--- config.mk ---
export PLATFORM = sky130hd
export DESIGN_NAME = dac_lane_compose
export DESIGN_NICKNAME = d
export VERILOG_FILES = /design/src/rtl/dlc_pkg.sv /design/src/rtl/dlc_dflt_reg.sv /design/src/rtl/dlc_lane_mux.sv /design/src/rtl/dlc_csc_pipe.sv /design/src/rtl/dac_lane_compose.sv
export SDC_FILE = /design/constraint.sdc
export NUM_CORES = 1
export LEC_CHECK = 0
export BUFFER_PORTS_ARGS = -buffer_cell sky130_fd_sc_hd__buf_2
export CORE_ASPECT_RATIO = 1.5
export CORE_MARGIN = 2
export CORE_UTILIZATION = 60
export DETAILED_ROUTE_END_ITERATION = 10
export GPL_TIMING_DRIVEN = 0
export PLACE_DENSITY = 0.75
export RECOVER_POWER = 50
export SLEW_MARGIN = 0
export SYNTH_ARGS = -nofsm -noshare
export SYNTH_HDL_FRONTEND = slang
export SYNTH_SLANG_ARGS = --single-unit
--- constraint.sdc ---
create_clock -name clk_i -period 5.2 [get_ports clk_i]
set_input_delay 1.04 -clock clk_i [delete_from_list [all_inputs] [get_ports clk_i]]
set_output_delay 1.04 -clock clk_i [all_outputs]
set_load 0.01 [all_outputs]
--- src/rtl/dlc_pkg.sv ---
package dlc_pkg;
  localparam int unsigned LANES  = 4;
  localparam int unsigned LANE_W = 8;
  localparam int unsigned WORD_W = LANES * LANE_W;
  localparam int unsigned CSC_N  = 3;
  localparam int unsigned COEF_W = 8;
  localparam int unsigned FRAC_W = 7;

  typedef logic [LANE_W-1:0]            lane_t;
  typedef logic [LANES-1:0][LANE_W-1:0] word_t;

  // c[i][j] at bits (i*3+j)*8 +: 8
  localparam logic [CSC_N*CSC_N*COEF_W-1:0] CSC_COEF_DEF =
    {8'hE0, 8'h3C, 8'h64, 8'h40, 8'hD6, 8'hEA, 8'h0F, 8'h4B, 8'h26};
endpackage

--- src/rtl/dlc_dflt_reg.sv ---
module dlc_dflt_reg
  import dlc_pkg::*;
(
  input  logic  clk_i,
  input  logic  rst_ni,
  input  logic  we_i,
  input  word_t wdata_i,
  output word_t q_o
);
  word_t q_q;

  always_ff @(posedge clk_i or negedge rst_ni) begin
    if (!rst_ni)   q_q <= '0;
    else if (we_i) q_q <= wdata_i;
  end

  assign q_o = q_q;

  AST_REG_LOAD: assert property (@(posedge clk_i) disable iff (!rst_ni)
    we_i |=> (q_o == $past(wdata_i)));
  AST_REG_HOLD: assert property (@(posedge clk_i) disable iff (!rst_ni)
    !we_i |=> $stable(q_o));
endmodule

--- src/rtl/dlc_lane_mux.sv ---
module dlc_lane_mux
  import dlc_pkg::*;
(
  input  word_t            dflt_i,
  input  logic             strm_valid_i,
  input  word_t            strm_data_i,
  input  logic [LANES-1:0] strm_mask_i,
  output word_t            sel_o
);
  for (genvar k = 0; k < LANES; k++) begin : g_lane
    assign sel_o[k] = (strm_valid_i && strm_mask_i[k]) ? strm_data_i[k] : dflt_i[k];
  end
endmodule

--- src/rtl/dlc_csc_pipe.sv ---
module dlc_csc_pipe
  import dlc_pkg::*;
#(
  parameter logic [CSC_N*CSC_N*COEF_W-1:0] COEFS = CSC_COEF_DEF
) (
  input  logic  clk_i,
  input  logic  rst_ni,
  input  word_t in_i,
  output word_t out_o
);
  localparam int unsigned PROD_W = COEF_W + LANE_W + 1;
  localparam int unsigned SUM_W  = PROD_W + 2;
  localparam logic signed [SUM_W-1:0] RND = SUM_W'(1) <<< (FRAC_W - 1);
  localparam logic signed [SUM_W-1:0] MAXV = SUM_W'((1 << LANE_W) - 1);

  word_t x_q;
  lane_t p3_q, s3_q;
  logic signed [PROD_W-1:0] prod_q [CSC_N][CSC_N];
  logic signed [SUM_W-1:0]  sum_q  [CSC_N];
  word_t y_q;

  // stage 1: capture
  always_ff @(posedge clk_i or negedge rst_ni) begin
    if (!rst_ni) x_q <= '0;
    else         x_q <= in_i;
  end

  // stage 2: products
  for (genvar i = 0; i < CSC_N; i++) begin : g_row
    for (genvar j = 0; j < CSC_N; j++) begin : g_col
      localparam logic signed [COEF_W-1:0] C = COEFS[(i*CSC_N+j)*COEF_W +: COEF_W];
      always_ff @(posedge clk_i or negedge rst_ni) begin
        if (!rst_ni) prod_q[i][j] <= '0;
        else         prod_q[i][j] <= C * $signed({1'b0, x_q[j]});
      end
    end

    // stage 3: row sum
    always_ff @(posedge clk_i or negedge rst_ni) begin
      if (!rst_ni) sum_q[i] <= '0;
      else sum_q[i] <= $signed({{2{prod_q[i][0][PROD_W-1]}}, prod_q[i][0]})
                     + $signed({{2{prod_q[i][1][PROD_W-1]}}, prod_q[i][1]})
                     + $signed({{2{prod_q[i][2][PROD_W-1]}}, prod_q[i][2]});
    end

    // stage 4: round and clamp
    logic signed [SUM_W-1:0] rnd;
    lane_t sat;
    always_comb begin
      rnd = (sum_q[i] + RND) >>> FRAC_W;
      if (rnd < 0)         sat = '0;
      else if (rnd > MAXV) sat = '1;
      else                 sat = rnd[LANE_W-1:0];
    end

    always_ff @(posedge clk_i or negedge rst_ni) begin
      if (!rst_ni) y_q[i] <= '0;
      else         y_q[i] <= sat;
    end
  end

  // pass-through lane rides the same four stages
  always_ff @(posedge clk_i or negedge rst_ni) begin
    if (!rst_ni) begin
      p3_q <= '0; s3_q <= '0; y_q[LANES-1] <= '0;
    end else begin
      p3_q <= x_q[LANES-1];
      s3_q <= p3_q;
      y_q[LANES-1] <= s3_q;
    end
  end

  assign out_o = y_q;

  // cycles since reset, saturating at pipeline depth
  logic [2:0] age_q;
  always_ff @(posedge clk_i or negedge rst_ni) begin
    if (!rst_ni)           age_q <= '0;
    else if (age_q != 3'd4) age_q <= age_q + 3'd1;
  end

  AST_PASS_LANE_DELAY: assert property (@(posedge clk_i) disable iff (!rst_ni)
    (age_q == 3'd4) |-> (out_o[LANES-1] == $past(in_i[LANES-1], 4)));
endmodule

--- src/rtl/dac_lane_compose.sv ---
module dac_lane_compose
  import dlc_pkg::*;
#(
  parameter logic [CSC_N*CSC_N*COEF_W-1:0] CSC_COEFS = CSC_COEF_DEF
) (
  input  logic              clk_i,
  input  logic              rst_ni,
  input  logic              reg_we_i,
  input  logic [WORD_W-1:0] reg_wdata_i,
  input  logic              strm_valid_i,
  input  logic [WORD_W-1:0] strm_data_i,
  input  logic [LANES-1:0]  strm_lane_mask_i,
  input  logic              csc_en_i,
  output logic [WORD_W-1:0] dac_o
);
  word_t dflt_q, sel, csc_out;

  dlc_dflt_reg u_dflt (
    .clk_i   (clk_i),
    .rst_ni  (rst_ni),
    .we_i    (reg_we_i),
    .wdata_i (reg_wdata_i),
    .q_o     (dflt_q)
  );

  dlc_lane_mux u_mux (
    .dflt_i       (dflt_q),
    .strm_valid_i (strm_valid_i),
    .strm_data_i  (strm_data_i),
    .strm_mask_i  (strm_lane_mask_i),
    .sel_o        (sel)
  );

  dlc_csc_pipe #(.COEFS(CSC_COEFS)) u_csc (
    .clk_i  (clk_i),
    .rst_ni (rst_ni),
    .in_i   (sel),
    .out_o  (csc_out)
  );

  assign dac_o = csc_en_i ? csc_out : sel;

  AST_IDLE_USES_REG: assert property (@(posedge clk_i) disable iff (!rst_ni)
    (!csc_en_i && !strm_valid_i) |-> (dac_o == dflt_q));
  AST_STRM_LANE0: assert property (@(posedge clk_i) disable iff (!rst_ni)
    (!csc_en_i && strm_valid_i && strm_lane_mask_i[0]) |-> (dac_o[7:0] == strm_data_i[7:0]));
  AST_UNMASKED_LANE3: assert property (@(posedge clk_i) disable iff (!rst_ni)
    (!csc_en_i && !strm_lane_mask_i[3]) |-> (dac_o[31:24] == dflt_q[3]));
endmodule

==> summary.md, run 1 <==
| Metric | Value |
|---|---|
| Fin Hold WS | `0.3473 ns` |
| Post-CTS Hold Fix Bufs | `0` |
| Clock power frac | `13.4%` |
| Clk buf depth | `3` |
| Int Power | `7.305 mW` |
| Leading cell type in the layout, fill and taps excluded | `ha_1` |
| Die extent in y | `205.6 um` |
| CTS Sinks | `251` |
| Max VDD drop | `about 530 uV` |
| Global-route wire length before repair | `54960 um` |
| Crit share post-route | `88.98%` |
| Max-slew violations | `109` |
| Worst path cell trace | `inv_1, ha_1, inv_1, ha_1, inv_1, fa_1, fa_1, inv_1, ha_1, o21a_1, nor2_1, nor3_1, a2111oi_0, a211oi_1, xor2_1` |
| Gpl congestion | `0.8623` |
| R2R cell count | `15` |
| Net Sw Power | `between 5 and 6 mW` |
| Clk_lat worst skew | `0.53 ns` |
| Dpl hpwl | `approximately 26000 um` |
| Yosys reg bits | `251` |
| Netlist cell types | `66` |
| Crit path largest cell delay | `0.75 ns` |
| Number of routed nets with antenna violations | `0` |
| Hold Path Depth | `0` |
| Status | `finished, violations left` |
| RSZ-0062 raised after global routing | `no` |
| Vias | `10830` |
| Final hold vios | `0` |
| Congestion Overflow GR | `0` |
| Area Overhead vs Synth | `10.66%` |
| Routed wire length | `33410 um` |
| Initial antenna violation count | `0` |
| Setup_tns | `0 ns` |
| Worst Clk Skew | `about 0.017 ns` |
| Asr flop ratio synth | `100.0%` |
| Synth Area per Inst | `11.25 sq um` |
| Fraction of layout cells with a size suffix above 1 | `14.01%` |
| Die footprint | `between 20000 and 30000 sq um` |
| Worst Tran Pin Value | `2.606 ns` |
| Vias per cell | `5.616` |
| Cell area power density | `approximately 700 nW/um^2` |
| CTS buffer count | `24` |
| CTS tree | `yes` |
| Avg WL per Cell | `17.32 um` |
| Detailed Route Iter0 Violations | `around 320` |
| Setup bufs post-CTS | `0` |
| Initial Utilization | `61.18%` |
| Clock Pin Slew Worst Setup and Hold Paths | `0.06 ns` |
| WP data required | `5.59 ns` |
| Root Driver | `clkbuf_16` |
| Die W | `roughly 140 um` |
| Synth warn | `0` |
| Critical path arrival | `~5.0 ns` |
| Vias in the first global route | `11500` |
| CP startpoint kind | `register` |
| Sw frac | `42.28%` |
| Number of flops mapped to enable cells by yosys | `0` |
| Max-slew headroom | `-73.75%` |
| # resized after CTS | `0` |
| Gate Count Post-Synth | `1446` |
| Sequential-to-total area share from yosys stat | `slightly below 40%` |
| DRC errors left | `0` |
| Std cell rows | `73` |
| Min cycle time layout | `4.627 ns` |
| Slowest cell on crit path | `dfrtp_1` |
| Most common cell on crit path | `inv_1` |
| # nets final | `1961` |
| Ant. Diodes | `0` |
| Worst-path fanout max | `11` |
| GRT Total Usage | `between 20% and 30%` |
| Worst Hold Class | `register to register` |
| Synthesized area | `approximately 16000 sq um` |
| Crit path kind | `register to register` |
| Syn Nets | `1831` |
| Failing checks | `max-capacitance violations, max-slew violations` |
| Port-buffer cells | `approximately 100` |
| Commonest non-fill, non-tap cells in the layout | `ha_1 (252), dfrtp_1 (251), inv_1 (160)` |
| FMAX | `about 0.22 GHz` |
| Pre-antenna DRT Iters | `4` |
| Leakage power | `between 8 and 9 nW` |
| Number of max-cap violations | `1` |
| Critical Path Sink Type | `register` |
| H-tree depth | `1` |
| Gate power share | `62.1%` |
| Core area | `26580 sq um` |
| Pin count of the biggest net entering global routing | `~120` |
| I/O pins | `105` |
| Primary FF master, synth | `dfrtp_1` |
| Sequential power share | `24.5%` |
| Final setup fails | `0` |
## final cells by class
| type | count | area [sq um] |
|---|---|---|
| Multi-Input combinational cell | 1027 | 9350 |
| Fill cell | 2011 | 8584 |
| Sequential cell | 251 | 6281 |
| Clock buffer | 32 | 681.9 |
| Inverter | 160 | 600.6 |
| Timing Repair Buffer | 104 | 540.5 |
| Tap cell | 337 | 421.7 |
| Clock inverter | 10 | 88.84 |
| Buffer | 8 | 30.03 |
## synthesized netlist by cell type (11+ instances only)
master	number	share of area [%]
nand4_1	12	0.46
nand3_1	28	0.86
o21bai_1	15	0.69
inv_1	160	3.7
nor3_1	19	0.58
ha_1	252	19
dfrtp_1	251	39
o21ai_0	41	1.3
a21oi_1	92	2.8
fa_1	60	7.4
xnor2_1	78	4.2
mux2_2	98	6.8
xor2_1	45	2.4
nor2_1	58	1.3
a21o_1	23	1.1
nor2b_1	11	0.42
and3_1	19	0.73
nand2_1	56	1.3
o21a_1	14	0.65
## through the flow
stage | setup WS [ns] | util [%] | area, sq um | power (mW) | cells
floorplan | 1.223 | - | 16260 | 9.293 | 1446
global placement | -1.164 | 64.69 | 17190 | 10.66 | 1885
detailed placement | 0.5662 | 64.93 | 17260 | 10.94 | 1887
CTS | 0.5711 | 67.83 | 18030 | 12.74 | 1929
global route | 0.3064 | 67.70 | 17990 | 13.91 | 1929
finish | 0.5732 | 67.70 | 17990 | 12.66 | 1929
## cells by family after synthesis
family          synth area share (%)
fa+ha+maj                      26.78
flops                          38.62
compound gates                 9.764
simple gates                   7.340
buf+inv                        3.878
xor+xnor                       6.625
mux                            6.971
other cells                  0.02306
## layer usage
layer / track usage (%) / wire [um] / part of all wire, % / vias up
met3: 2.211 / 855 / 2.6 / 92
met4: 12.83 / 1927 / 5.8 / 0
met5: 0 / 0 / 0 / -
met2: 46.85 / 18020 / 54 / 187
li1: - / - / - / 5241
met1: 25.99 / 12610 / 38 / 5314
## power by group through the flow
| stage | registers, mW | clock network, mW | logic, mW |
|---|---|---|---|
| 2_1_floorplan | 2.98 | 0 | 6.32 |
| 3_3_place_gp | 3.12 | 0 | 7.54 |
| 3_5_place_dp | 3.13 | 0 | 7.81 |
| 4_1_cts | 3.11 | 1.73 | 7.89 |
| 5_1_grt | 3.18 | 1.80 | 8.92 |
| 6_report | 3.10 | 1.70 | 7.86 |
## sequential cells by signal, summed over array words and instances, names as in the netlist
name and cells:
u_csc.s3_q 8, u_csc.x_q 32, u_csc.prod_q 103, u_csc.out_o 32, u_csc.p3_q 8, u_dflt.q_o 32
u_csc.sum_q 36
## worst max-delay path, delay by kind of cell, from the launching register on
family,cells,cell delay (ns)
fa+ha+maj,5,1.88
compound gates,3,1.01
buf+inv,4,0.45
simple gates,2,0.21
flops,1,0.75
xor+xnor,1,0.19
## path summary, 6_finish.rpt
check,end,from,slack [ns]
setup / recovery,u_csc.prod_q[132]$_DFF_PN0_,u_csc.x_q[11]$_DFF_PN0_,0.57
hold / removal,u_csc.s3_q[4]$_DFF_PN0_,u_csc.p3_q[4]$_DFF_PN0_,0.35
setup reg to reg,u_csc.prod_q[132]$_DFF_PN0_,u_csc.x_q[11]$_DFF_PN0_,0.57
hold reg to reg,u_csc.s3_q[4]$_DFF_PN0_,u_csc.p3_q[4]$_DFF_PN0_,0.35
max in group asynchronous,u_csc.prod_q[132]$_DFF_PN0_,rst_ni,1.22
min in group asynchronous,u_dflt.q_o[18]$_DFFE_PN0P_,rst_ni,0.79
Power figures use the tool's default switching activity.
==> run 2, diff against run 1 <==
- CORE_MARGIN: 2 -> not set
==> summary.md, run 2 (same netlist as run 1, synthesis figures left out) <==
| Metric | Value |
|---|---|
| DRC errors left | `0 (unchanged)` |
| GRT Total Usage | `25.84% (+1.6 points)` |
| Critical path arrival | `5.08 ns (+0.06 ns)` |
| Cells after DPL | `1887 (unchanged)` |
| Final setup fails | `0 (unchanged)` |
| Global-route wire length before repair | `55390 um (+0.79%)` |
| Cell area power density | `705.5 nW/um^2 (+0.30%)` |
| Final hold vios | `0 (unchanged)` |
| Max-slew violations | `75 (-31%)` |
| Die W | `136.4 um (-1.4%)` |
| Filler cells | `1982 (-1.4%)` |
| Max-slew headroom | `-141.1% (-67 points)` |
| Die extent in y | `203.6 um (-0.97%)` |
| Port-buffer cells | `102 (unchanged)` |
| Slowest cell on crit path | `dfrtp_1` |
| Most common cell on crit path | `inv_1` |
| Leakage power | `8.792 nW (+0.19%)` |
| Root Driver | `clkbuf_16` |
| Final Core Density | `67.92% (+0.22 points)` |
| Total power draw | `12.74 mW (+0.62%)` |
| Worst path buffer plus inverter count | `4 (unchanged)` |
| Vias per cell | `5.652 (+0.64%)` |
| CTS buffer count | `24 (unchanged)` |
| # resized after CTS | `0 (unchanged)` |
| Clk_lat worst skew | `0.53 ns (about the same)` |
| RSZ-0062 raised after global routing | `no` |
| DP Area | `17260 sq um (unchanged)` |
| Dpl hpwl | `26610 um (+0.73%)` |
| Congestion Overflow GR | `0 (unchanged)` |
| Commonest non-fill, non-tap cells in the layout | `ha_1 (252), dfrtp_1 (251), inv_1 (160)` |
| Max VDD drop | `599.6 uV (+12%)` |
| Die footprint | `27780 sq um (-2.4%)` |
| Avg WL per Cell | `17.62 um (+1.7%)` |
| Vias in the first global route | `11620 (+1.1%)` |
| Core area | `26580 sq um (unchanged)` |
| Clk buf depth | `3 (unchanged)` |
| Crit path largest cell delay | `0.77 ns (+0.02 ns)` |
| Largest registers | `u_csc.prod_q: 103 flops, u_csc.sum_q: 36 flops` |
| Number of routed nets with antenna violations | `0 (unchanged)` |
| Crit path kind | `register to register` |
| CP startpoint kind | `register` |
| Number of max-cap violations | `1 (unchanged)` |
| Clock Pin Slew Worst Setup and Hold Paths | `0.07 ns (about the same)` |
| Routed wire length | `34010 um (+1.8%)` |
| Worst Hold Class | `register to register` |
| Area Overhead vs Synth | `11.01%` |
| Pin count of the biggest net entering global routing | `94 (-21%)` |
| Fin Hold WS | `0.3502 ns (+0.002863 ns)` |
| WP data required | `5.59 ns (about the same)` |
| Largest delay share family, worst path | `adder cells` |
| Setup bufs post-CTS | `0 (unchanged)` |
| Std cell rows | `73 (unchanged)` |
| # nets final | `1961 (unchanged)` |
| Worst path cell trace | `inv_1, ha_1, inv_1, ha_1, inv_1, fa_1, fa_1, inv_1, ha_1, nor3_1, o21a_1, nor3_1, a2111oi_0, a211oi_1, xor2_1` |
| I/O pins | `105 (unchanged)` |
| Post-CTS Hold Fix Bufs | `0 (unchanged)` |
| Worst Setup Slack, final | `0.5053 ns (-0.06790 ns)` |
| Leading cell type in the layout, fill and taps excluded | `ha_1` |
| Flip-flop count of the largest register after layout | `103 (unchanged)` |
| Worst Clk Skew | `0.008347 ns (-0.009041 ns)` |
| Initial Utilization | `61.18% (unchanged)` |
| Vias | `10910 (+0.69%)` |
| Post-route cell area | `18050 sq um (+0.32%)` |
| Crit share post-route | `90.28% (+1.3 points)` |
| CTS Sinks | `251 (unchanged)` |
| Detailed Route Iter0 Violations | `368 (+17%)` |
| Worst Tran Pin Value | `3.616 ns (+1.010 ns)` |
| H-tree depth | `1 (unchanged)` |
| Fraction of layout cells with a size suffix above 1 | `16.21% (+2.2 points)` |
| Min cycle time layout | `4.695 ns (+0.06790 ns)` |
| Failing checks | `max-capacitance violations, max-slew violations` |
| Status | `finished, violations left` |
| Initial antenna violation count | `0 (unchanged)` |
| Critical Path Sink Type | `register` |
| FMAX | `0.2130 GHz (-1.4%)` |
| Fin cells | `1930 (+0.052%)` |
| Setup_tns | `0 ns (unchanged)` |
| Gpl congestion | `0.8714 (+1.1%)` |
| Pre-antenna DRT Iters | `4 (unchanged)` |
| CTS tree | `yes` |
| Pre-CTS worst setup slack | `0.4380 ns (-0.1282 ns)` |
| Largest register by flop count | `u_csc.prod_q` |
| Worst-path fanout max | `11 (unchanged)` |
-- run 2: cell count changes in the layout (fill, tap and decap cells not counted), sizes merged --
cell / before / now
buf: 108 / 110
bufinv: 1 / 2
clkbuf: 36 / 29
clkdlybuf4s25: 0 / 1
clkinv: 5 / 6
clkinvlp: 3 / 6
diode: 0 / 1
inv: 161 / 160
-- run 2: routing by layer --
metal	GRT usage, %	wire (um)	up-vias
met1	27.50	12750	5362
met5	0	0	-
li1	-	-	5252
met2	48.77	18430	200
met4	14.72	1911	0
met3	2.337	914	95
-- run 2: power by group --
| group | leakage (nW) | internal (mW) | total (mW) | switching, mW |
|---|---|---|---|---|
| registers | 2.90 | 2.71 | 3.11 | 0.402 |
| logic | 5.51 | 3.63 | 7.86 | 4.24 |
| clock network | 0.376 | 1.01 | 1.76 | 0.755 |
| total | 8.79 | 7.34 | 12.7 | 5.39 |
-- run 2: area by class of cell --
| class | instances | area (sq um) | area share (%) |
|---|---|---|---|
| repair buffers | 104 | 570.5 | 3.161 |
| clock buffers | 28 | 656.9 | 3.639 |
| flip-flops and latches | 251 | 6281 | 34.79 |
| plain buffers | 8 | 30.03 | 0.1663 |
| inverters | 160 | 600.6 | 3.327 |
| clock inverters | 14 | 138.9 | 0.7693 |
| well taps | 337 | 421.7 | 2.336 |
| diodes | 1 | 2.502 | 0.01386 |
| multi-input cells | 1027 | 9350 | 51.80 |
-- run 2: final timing paths --
check,from,endpoint,slack (ns),cells past startpoint
setup reg to reg,u_csc.x_q[11]$_DFF_PN0_,u_csc.prod_q[132]$_DFF_PN0_,0.51,15
hold / removal,u_csc.x_q[25]$_DFF_PN0_,u_csc.p3_q[1]$_DFF_PN0_,0.35,0
max in group asynchronous,rst_ni,u_csc.out_o[5]$_DFF_PN0_,1.17,1
setup / recovery,u_csc.x_q[11]$_DFF_PN0_,u_csc.prod_q[132]$_DFF_PN0_,0.51,15
hold reg to reg,u_csc.x_q[25]$_DFF_PN0_,u_csc.p3_q[1]$_DFF_PN0_,0.35,0
min in group asynchronous,rst_ni,u_dflt.q_o[18]$_DFFE_PN0P_,1.94,1
